===== config.mk =====
export PLATFORM = sky130hd
export DESIGN_NAME = simd_pe_array
export DESIGN_NICKNAME = d
export VERILOG_FILES = /design/src/rtl/simd_pkg.sv /design/src/rtl/simd_pe_alu.sv /design/src/rtl/simd_link_net.sv /design/src/rtl/simd_pe.sv /design/src/rtl/simd_pe_array.sv
export SDC_FILE = /design/constraint.sdc
export NUM_CORES = 1
export LEC_CHECK = 0
export ABC_AREA = 1
export BUFFER_PORTS_ARGS = -buffer_cell sky130_fd_sc_hd__clkbuf_2
export CAP_MARGIN = 20
export CORE_ASPECT_RATIO = 1.4
export CORE_MARGIN = 5
export CORE_UTILIZATION = 63
export DETAILED_ROUTE_END_ITERATION = 16
export PLACE_DENSITY = 0.8
export SYNTH_ARGS = -nofsm -noshare
export SYNTH_HDL_FRONTEND = slang
export SYNTH_SLANG_ARGS = --single-unit

===== constraint.sdc =====
create_clock -name clk -period 3.1 [get_ports clk]
set_input_delay 0.31 -clock clk [delete_from_list [all_inputs] [get_ports clk]]
set_output_delay 0.31 -clock clk [all_outputs]
set_load 0.02 [all_outputs]

===== src/rtl/simd_pkg.sv =====
package simd_pkg;

    localparam int INSTR_W = 13;

    typedef enum logic [2:0] {
        WR_SUM, WR_CARRY, WR_BORROW, WR_NS, WR_EW, WR_C, WR_CM, WR_ZERO
    } wr_sel_e;

    typedef enum logic [2:0] {
        NS_HOLD, NS_RAM, NS_FROM_N, NS_FROM_S, NS_SUM, NS_CARRY, NS_BORROW, NS_EW
    } ns_sel_e;

    typedef enum logic [2:0] {
        EW_HOLD, EW_RAM, EW_FROM_E, EW_FROM_W, EW_SUM, EW_CARRY, EW_BORROW, EW_NS
    } ew_sel_e;

    typedef enum logic [1:0] {
        C_HOLD, C_RAM, C_CARRY, C_BORROW
    } c_sel_e;

    typedef enum logic [1:0] {
        CM_HOLD, CM_SHIFT, CM_RAM, CM_SUM
    } cm_sel_e;

    // Field order is the bit layout of the broadcast word, MSB first.
    typedef struct packed {
        wr_sel_e wr;
        ns_sel_e ns;
        ew_sel_e ew;
        c_sel_e  c;
        cm_sel_e cm;
    } instr_t;

    typedef struct packed {
        logic ns;
        logic ew;
        logic c;
        logic cm;
    } pe_regs_t;

    typedef struct packed {
        logic sm;
        logic cy;
        logic bw;
    } alu_out_t;

endpackage


===== src/rtl/simd_pe_alu.sv =====
module simd_pe_alu
    import simd_pkg::*;
(
    input  logic     a_i,
    input  logic     b_i,
    input  logic     cin_i,
    output alu_out_t res_o
);
    logic half;

    always_comb begin
        half      = a_i ^ b_i;
        res_o.sm  = half ^ cin_i;
        res_o.cy  = (a_i & b_i) | (cin_i & half);
        res_o.bw  = (~a_i & b_i) | (cin_i & ~half);
    end
endmodule


===== src/rtl/simd_link_net.sv =====
module simd_link_net #(
    parameter  int ROWS = 4,
    parameter  int COLS = 4,
    localparam int NPE  = ROWS * COLS
) (
    input  logic           torus_i,
    input  logic [NPE-1:0] ns_plane_i,
    input  logic [NPE-1:0] ew_plane_i,
    output logic [NPE-1:0] from_n_o,
    output logic [NPE-1:0] from_s_o,
    output logic [NPE-1:0] from_e_o,
    output logic [NPE-1:0] from_w_o
);
    for (genvar r = 0; r < ROWS; r++) begin : g_row
        for (genvar c = 0; c < COLS; c++) begin : g_col
            localparam int I = r * COLS + c;

            if (r > 0) begin : g_n_in
                assign from_n_o[I] = ns_plane_i[I-COLS];
            end else begin : g_n_edge
                assign from_n_o[I] = torus_i & ns_plane_i[(ROWS-1)*COLS + c];
            end

            if (r < ROWS - 1) begin : g_s_in
                assign from_s_o[I] = ns_plane_i[I+COLS];
            end else begin : g_s_edge
                assign from_s_o[I] = torus_i & ns_plane_i[c];
            end

            if (c < COLS - 1) begin : g_e_in
                assign from_e_o[I] = ew_plane_i[I+1];
            end else if (I < NPE - 1) begin : g_e_turn
                assign from_e_o[I] = torus_i ? ew_plane_i[r*COLS] : ew_plane_i[I+1];
            end else begin : g_e_end
                assign from_e_o[I] = torus_i & ew_plane_i[r*COLS];
            end

            if (c > 0) begin : g_w_in
                assign from_w_o[I] = ew_plane_i[I-1];
            end else if (I > 0) begin : g_w_turn
                assign from_w_o[I] = torus_i ? ew_plane_i[I+COLS-1] : ew_plane_i[I-1];
            end else begin : g_w_end
                assign from_w_o[I] = torus_i & ew_plane_i[COLS-1];
            end
        end
    end
endmodule


===== src/rtl/simd_pe.sv =====
module simd_pe
    import simd_pkg::*;
#(
    parameter  int RAM_DEPTH = 32,
    localparam int AW        = $clog2(RAM_DEPTH)
) (
    input  logic          clk,
    input  logic          rst_n,
    input  instr_t        op_i,
    input  logic [AW-1:0] ram_addr_i,
    input  logic          ram_we_i,
    input  logic          from_n_i,
    input  logic          from_s_i,
    input  logic          from_e_i,
    input  logic          from_w_i,
    input  logic          cm_in_i,
    output pe_regs_t      regs_o
);
    pe_regs_t regs_d, regs_q;
    logic     mem_q [RAM_DEPTH];
    logic     rd_bit;
    logic     wr_bit;
    alu_out_t alu;

    assign rd_bit = mem_q[ram_addr_i];
    assign regs_o = regs_q;

    simd_pe_alu u_alu (
        .a_i   (regs_q.ns),
        .b_i   (regs_q.ew),
        .cin_i (regs_q.c),
        .res_o (alu)
    );

    always_comb begin
        regs_d = regs_q;

        unique case (op_i.ns)
            NS_HOLD:   regs_d.ns = regs_q.ns;
            NS_RAM:    regs_d.ns = rd_bit;
            NS_FROM_N: regs_d.ns = from_n_i;
            NS_FROM_S: regs_d.ns = from_s_i;
            NS_SUM:    regs_d.ns = alu.sm;
            NS_CARRY:  regs_d.ns = alu.cy;
            NS_BORROW: regs_d.ns = alu.bw;
            NS_EW:     regs_d.ns = regs_q.ew;
        endcase

        unique case (op_i.ew)
            EW_HOLD:   regs_d.ew = regs_q.ew;
            EW_RAM:    regs_d.ew = rd_bit;
            EW_FROM_E: regs_d.ew = from_e_i;
            EW_FROM_W: regs_d.ew = from_w_i;
            EW_SUM:    regs_d.ew = alu.sm;
            EW_CARRY:  regs_d.ew = alu.cy;
            EW_BORROW: regs_d.ew = alu.bw;
            EW_NS:     regs_d.ew = regs_q.ns;
        endcase

        unique case (op_i.c)
            C_HOLD:   regs_d.c = regs_q.c;
            C_RAM:    regs_d.c = rd_bit;
            C_CARRY:  regs_d.c = alu.cy;
            C_BORROW: regs_d.c = alu.bw;
        endcase

        unique case (op_i.cm)
            CM_HOLD:  regs_d.cm = regs_q.cm;
            CM_SHIFT: regs_d.cm = cm_in_i;
            CM_RAM:   regs_d.cm = rd_bit;
            CM_SUM:   regs_d.cm = alu.sm;
        endcase

        unique case (op_i.wr)
            WR_SUM:    wr_bit = alu.sm;
            WR_CARRY:  wr_bit = alu.cy;
            WR_BORROW: wr_bit = alu.bw;
            WR_NS:     wr_bit = regs_q.ns;
            WR_EW:     wr_bit = regs_q.ew;
            WR_C:      wr_bit = regs_q.c;
            WR_CM:     wr_bit = regs_q.cm;
            WR_ZERO:   wr_bit = 1'b0;
        endcase
    end

    always_ff @(posedge clk) begin
        if (!rst_n) begin
            regs_q <= '0;
        end else begin
            regs_q <= regs_d;
        end
    end

    always_ff @(posedge clk) begin
        if (rst_n && ram_we_i) begin
            mem_q[ram_addr_i] <= wr_bit;
        end
    end
endmodule


===== src/rtl/simd_pe_array.sv =====
module simd_pe_array
    import simd_pkg::*;
#(
    parameter  int ROWS      = 4,
    parameter  int COLS      = 4,
    parameter  int RAM_DEPTH = 32,
    localparam int AW        = $clog2(RAM_DEPTH),
    localparam int NPE       = ROWS * COLS
) (
    input  logic               clk,
    input  logic               rst_n,
    input  logic [INSTR_W-1:0] instr,
    input  logic [AW-1:0]      ram_addr,
    input  logic               ram_we,
    input  logic               torus_mode,
    input  logic [COLS-1:0]    south_in,
    output logic [COLS-1:0]    north_out
);
    instr_t         op;
    logic [NPE-1:0] ns_plane, ew_plane, c_plane, cm_plane;
    logic [NPE-1:0] nb_n, nb_s, nb_e, nb_w, cm_feed;

    assign op        = instr_t'(instr);
    assign north_out = cm_plane[COLS-1:0];

    simd_link_net #(.ROWS(ROWS), .COLS(COLS)) u_links (
        .torus_i    (torus_mode),
        .ns_plane_i (ns_plane),
        .ew_plane_i (ew_plane),
        .from_n_o   (nb_n),
        .from_s_o   (nb_s),
        .from_e_o   (nb_e),
        .from_w_o   (nb_w)
    );

    for (genvar r = 0; r < ROWS; r++) begin : g_row
        for (genvar c = 0; c < COLS; c++) begin : g_col
            localparam int I = r * COLS + c;
            pe_regs_t q;

            if (r < ROWS - 1) begin : g_cm_mid
                assign cm_feed[I] = cm_plane[I+COLS];
            end else begin : g_cm_south
                assign cm_feed[I] = south_in[c];
            end

            simd_pe #(.RAM_DEPTH(RAM_DEPTH)) u_pe (
                .clk        (clk),
                .rst_n      (rst_n),
                .op_i       (op),
                .ram_addr_i (ram_addr),
                .ram_we_i   (ram_we),
                .from_n_i   (nb_n[I]),
                .from_s_i   (nb_s[I]),
                .from_e_i   (nb_e[I]),
                .from_w_i   (nb_w[I]),
                .cm_in_i    (cm_feed[I]),
                .regs_o     (q)
            );

            assign ns_plane[I] = q.ns;
            assign ew_plane[I] = q.ew;
            assign c_plane[I]  = q.c;
            assign cm_plane[I] = q.cm;
        end
    end
endmodule


======== After elaboration in Yosys (flattened, before gate mapping) ========
Memories as Yosys holds them, arrays and structs flattened.
Cells that the tools add are included.
Widths: inputs -> output; s select.
operators by class
  add/sub/neg operators ................... 0
  $mul .................................... 0
  divide/modulo/power cells ............... 0
  order comparisons ....................... 0
  equal/unequal tests ..................... 27
  shift operators ......................... 0
  mux-type cells .......................... 88
  bitwise operators ....................... 170
  reductions and logical operators ........ 6
operator list
  cell                count
  $pmux 1 s7          32
  $pmux 1 s8          16
  $pmux 1 s3          32
  $and 1x1->1         74
  $eq 3x3->1 const B  12
  $not 1->1           32
  $or 1x1->1          32
  $xor 1x1->1         32
  $eq 3x2->1 const B  6
  $eq 3x1->1 const B  3
  $logic_not 3->1     3
  $eq 2x2->1 const B  4
  $mux 1              8
  $eq 2x1->1 const B  2
  $logic_not 2->1     2
  $logic_and 1x1->1   1
storage, ports and cells
  register bits ........................... 64
  latch bits .............................. 0
  RAM bits ................................ 512
  bits in read-only memories .............. 0
  bits of input ports ..................... 26
  word-level logic and storage cells ...... 371
  memories kept ........................... 16
memory list
  name                          depth  bits a word  read ports  clocked after memory_dff  wr ports  line           RTL
  g_row[0].g_col[0].u_pe.mem_q  32     1            1           0                         1         simd_pe.sv:20  logic mem_q [RAM_DEPTH];
  g_row[0].g_col[1].u_pe.mem_q  32     1            1           0                         1         simd_pe.sv:20
  g_row[0].g_col[2].u_pe.mem_q  32     1            1           0                         1         simd_pe.sv:20
  g_row[0].g_col[3].u_pe.mem_q  32     1            1           0                         1         simd_pe.sv:20
  g_row[1].g_col[0].u_pe.mem_q  32     1            1           0                         1         simd_pe.sv:20
  g_row[1].g_col[1].u_pe.mem_q  32     1            1           0                         1         simd_pe.sv:20
  10 more memories              --     --           --          --                        --        --

======== Depth between registers and ports, before layout ========
  word-level depth ........................ 5
  depth in mapped cells ................... 14
  gate-level depth less buffers ........... 11

======== Hierarchy ========
Synthesis repeated with hierarchy kept, for this count alone.
unflattened totals
  cell total of the unflattened synthesis .. 4121
  area, all modules ....................... 32663.8 µm²
by module, submodules not included
  module         instances  cells an instance  area an instance (µm²)  seq. area each (µm²)
  simd_pe        16         248                1960.6                  1041.0
  simd_pe_alu    16         4                  47.5                    0.0
  simd_link_net  1          89                 533.0                   0.0

======== Least setup slack after synthesis ========
OpenSTA, ideal clock, no wires.
  path kind ............................... reg2reg
  from .................................... register g_row[0].g_col[1].u_pe.regs_q[2]
  to ...................................... memory g_row[0].g_col[1].u_pe.mem_q[0], data pin
  setup time .............................. 0.384 ns
  arrival time ............................ 1.940 ns
  data required time ...................... 2.716 ns
  setup slack ............................. 0.776 ns
  stages on the path, launching flop included .. 4
  buffers on the path ..................... 0
  cell sequence ........................... dfxtp_1 fa_1 inv_1 o2111ai_1
between the ends
  word-level cells in the longest chain between the ends .. 5
  elaborated cells between the ends (all ways) .. 10
  classes of those cells .................. mux: 1; bitwise: 9
RTL lines
  item                               line               RTL
  start: declaration                 simd_pe.sv:19      pe_regs_t regs_d, regs_q;
  start signal: assignment           simd_pe.sv:90      regs_q <= regs_d;
  $xor 1x1->1                        simd_pe_alu.sv:12  half = a_i ^ b_i;
  $not 1->1                          simd_pe_alu.sv:15  res_o.bw = (~a_i & b_i) | (cin_i & ~half);
  $and 1x1->1                        simd_pe_alu.sv:15
  $or 1x1->1                         simd_pe_alu.sv:15
  $pmux 1 s8 *                       simd_pe.sv:74      unique case (op_i.wr)
  net g_row[0].g_col[1].u_pe.wr_bit  simd_pe.sv:22      logic wr_bit;
  end: declaration                   simd_pe.sv:20
Mark *: on every way through the listed nets, which the timed path passes. The rest lies on a longest branch.

======== Worst setup path after layout ========
  from .................................... register g_row[0].g_col[0].u_pe.regs_q[3]
  to ...................................... memory g_row[0].g_col[0].u_pe.mem_q[12], data pin
between the ends
  word-level cells in the longest chain between the ends .. 5
  elaborated cells between the ends (all ways) .. 11
  classes of those cells .................. mux: 1; bitwise: 10
RTL lines
  item                               line
  start: declaration                 simd_pe.sv:19
  start signal: assignment           simd_pe.sv:90
  $xor 1x1->1                        simd_pe_alu.sv:12
  $not 1->1                          simd_pe_alu.sv:15
  $and 1x1->1                        simd_pe_alu.sv:15
  $or 1x1->1                         simd_pe_alu.sv:15
  $pmux 1 s8 *                       simd_pe.sv:74
  net g_row[0].g_col[0].u_pe.wr_bit  simd_pe.sv:22
  end: declaration                   simd_pe.sv:20
Marked as above.

==> results.tsv <==
metric	value	unit
status	finished clean	
CTS root buf	clkbuf_16	
post-place setup slack	0.446	ns
Worst Hold Class	in2reg	
clock network fraction of total power	37.5	%
flop2flop setup slack	0.50	ns
post-synthesis sequential area ratio	61.5	%
routed wire length	87200	µm
H-tree depth	2	
Hold WS	0.0185	ns
CP Launch Type	flip-flop	
Cells after Synth	2866	
RSZ-0062 raised after global routing	false	
most frequent cells in the layout	nand2_1, edfxtp_1, nor2_1, inv_1, buf_4	
diode count	0	
CP top delay family	compound AO/OA/AOI/OAI gates	
sequential fraction of design power	50.3	%
Post-Syn Area	27100	µm²
share of post-route cells with drive strength above 1	9.75	%
crit path time final	2.60	ns
# clock sinks	576	
Worst EP required	3.42	ns
Pleak	12.2	nW
first-pass GRT wire length	128000	µm
dpl cells	3427	
setup TNS	0	ns
Die Height	255	µm
CP Capture Type	flip-flop	
initial antenna violation count	2	
Rows	90	
Final Skew	0.0253	ns
max-cap violations	0	
Top Ports	30	
Starting Density	63.3	%
reg-to-reg endpoint	g_row[0].g_col[0].u_pe.mem_q[12]	
average wire per standard cell	24.7	µm
area of the core	42800	µm²
ranking of synthesized cells by area	edfxtp_1, nand2_1, dfxtp_1	
Yosys top cell by area	edfxtp_1	
hold depth	3	
GPL Wtd Cong	1.05	
Post-CTS Setup Bufs	0	
CTS max path bufs	3	
die area	47300	µm²
Pwr per Cell Area	586	nW/µm²
Critical R2R Launch	g_row[0].g_col[0].u_pe.regs_o[3]	
Net Sw Power	4.61	mW
Max Slew Vio Count	0	
CP peak stage delay	0.62	ns
#FFs+latches synth	576	
Achievable Freq	384	MHz
Port Buffers	29	
mean post-synth cell area	9.45	µm²
Net Sw Frac	26.1	%
FFs w/ async S/R, synth	0	%
EDFF count, synth	512	
Yosys top cell area share	56.8	%
via count	21800	
crit path max-delay cell type	o2111ai_2	
Final ANT Viol Nets	0	
crit path max fanout	21	
commonest non-fill, non-tap cell in the layout	nand2_1	
Final Cycle Share	83.9	%
warnings from Yosys	0	
Pre-antenna DRT Iters	6	
reg2reg path depth	5	
final setup fails	0	
Slew headroom	20.7	%
cell breakdown of the critical path	inv_1, fa_1, a22oi_1, o2111ai_2, buf_4	
GRT Residual Overflow	0	
Min-Delay Endpoint	g_row[3].g_col[2].u_pe.regs_o[0]	
vias in the first global route	21200	
syn_nets	2924	
nets@finish	2989	
maximum vdd drop	0.000814	V
Avg Vias per Cell	6.17	
hold_sp	south_in[2]	
Main synth FF type	edfxtp_1	
Distinct cells, synth	34	
Starting DRT DRC Count	2585	
Worst Setup Slack, final	0.498	ns
post-DP HPWL	54500	µm
pin count of the biggest net entering global routing	101	
Final Hold Fails	0	
Setup CP Type	reg2reg	
fillers	3076	
WP data arrival	2.93	ns
WP buf/inv	2	
TritonCTS Buffers	53	
cells resized by post-CTS repair	0	
clk_lat worst skew	0.60	ns
Slew @ Worst Pin	1.19	ns
power share of the combinational group	12.1	%
Area growth, synth to finish	11.1	%
Non-Filler Instances	3525	
hold_buf cts	0	
CTS tree	built	
Pint	13.0	mW
Worst-path clk slew	0.06	ns
Die W	185	µm
# DRC	0	
Total GRT Usage	36.4	%
==> synthesized netlist by cell type, types with 2 or more instances <==
cell	instances
fa_1	32
nand3_1	89
edfxtp_1	512
a211oi_1	16
nor4_1	5
buf_6	14
nor3_1	4
inv_2	2
nor3_4	4
inv_1	120
o211ai_1	14
buf_1	2
a221oi_1	15
o221ai_1	5
nand2_2	6
clkinv_1	2
buf_4	12
nor2_1	178
o22ai_1	84
nand4_1	11
dfxtp_1	64
nor2_2	12
a21oi_2	29
o21ai_0	71
a21oi_1	80
a22oi_1	3
buf_2	71
nand2_1	1353
o2111ai_1	3
clkbuf_1	40
o21ai_1	6
inv_4	2
nor3_2	4
==> power by group through the flow <==
stage	Clock (mW)	Sequential, mW	Combinational (mW)
6_report	6.62	8.88	2.14
5_1_grt	6.98	8.88	2.29
4_1_cts	6.65	8.87	2.08
3_5_place_dp	0	9.04	2.06
3_3_place_gp	0	9.04	2.02
2_1_floorplan	0	9.02	1.21
==> kinds of logic after synthesis <==
logic type               count (synthesis)  synth area share, %
AO/OA/AOI/OAI                          326                 7.44
adder cells (fa/ha/maj)                 32                 2.36
flip-flops                             576                 61.5
AND/OR/NAND/NOR                       1667                 24.1
buffers and inverters                  265                 4.57
==> metal layers <==
| layer | track usage [%] | routed length (µm) | vias up |
|---|---|---|---|
| met3 | 6.19 | 8360 | 352 |
| li1 | - | - | 9684 |
| met2 | 59.9 | 42500 | 1432 |
| met4 | 21.6 | 6380 | 4 |
| met1 | 44.8 | 29900 | 10300 |
| met5 | 0 | 26 | - |
==> worst max path at each step <==
stage / startpoint / to / slack [ns] / cells after the start
3_3_place_gp: instr[10] / g_row[0].g_col[1].u_pe.mem_q[18] / 0.53 / 8
5_1_grt: g_row[0].g_col[0].u_pe.regs_o[3] / g_row[0].g_col[0].u_pe.mem_q[15] / 0.37 / 5
6_report: g_row[0].g_col[0].u_pe.regs_o[3] / g_row[0].g_col[0].u_pe.mem_q[12] / 0.50 / 5
3_5_place_dp: g_row[3].g_col[0].u_pe.regs_o[3] / g_row[3].g_col[0].u_pe.mem_q[25] / 0.45 / 5
2_1_floorplan: g_row[0].g_col[1].u_pe.regs_o[2] / g_row[0].g_col[1].u_pe.mem_q[0] / 0.78 / 3
4_1_cts: g_row[3].g_col[0].u_pe.regs_o[3] / g_row[3].g_col[0].u_pe.mem_q[22] / 0.40 / 5
==> stage by stage <==
step	utilization (%)	area, µm²	power [mW]
after floorplan	-	27100	10.2
after global placement	66.3	28400	11.1
after detailed placement	66.3	28400	11.1
after CTS	70.3	30100	17.6
after global routing	70.3	30100	18.1
final	70.3	30100	17.6
==> state kept, by name (all words and copies together) (netlist names) <==
name / count
g_row.g_col.u_pe.mem_q: 512
g_row.g_col.u_pe.regs_o: 64
==> area by class of cell <==
| class | instances | area, µm² | share of cell area [%] |
|---|---|---|---|
| flip-flops and latches | 576 | 16700 | 55.3 |
| multi-input cells | 2025 | 9210 | 30.6 |
| clock buffers | 62 | 1360 | 4.52 |
| repair buffers | 149 | 1330 | 4.41 |
| well taps | 552 | 691 | 2.29 |
| inverters | 126 | 483 | 1.60 |
| clock inverters | 35 | 364 | 1.21 |
==> tightest hold or removal path, delay by kind of cell <==
family	cells	cell delay (ns)
compound gates	2	0.18
buf+inv	1	0.08
No activity file was read; power rests on OpenSTA's default activity.
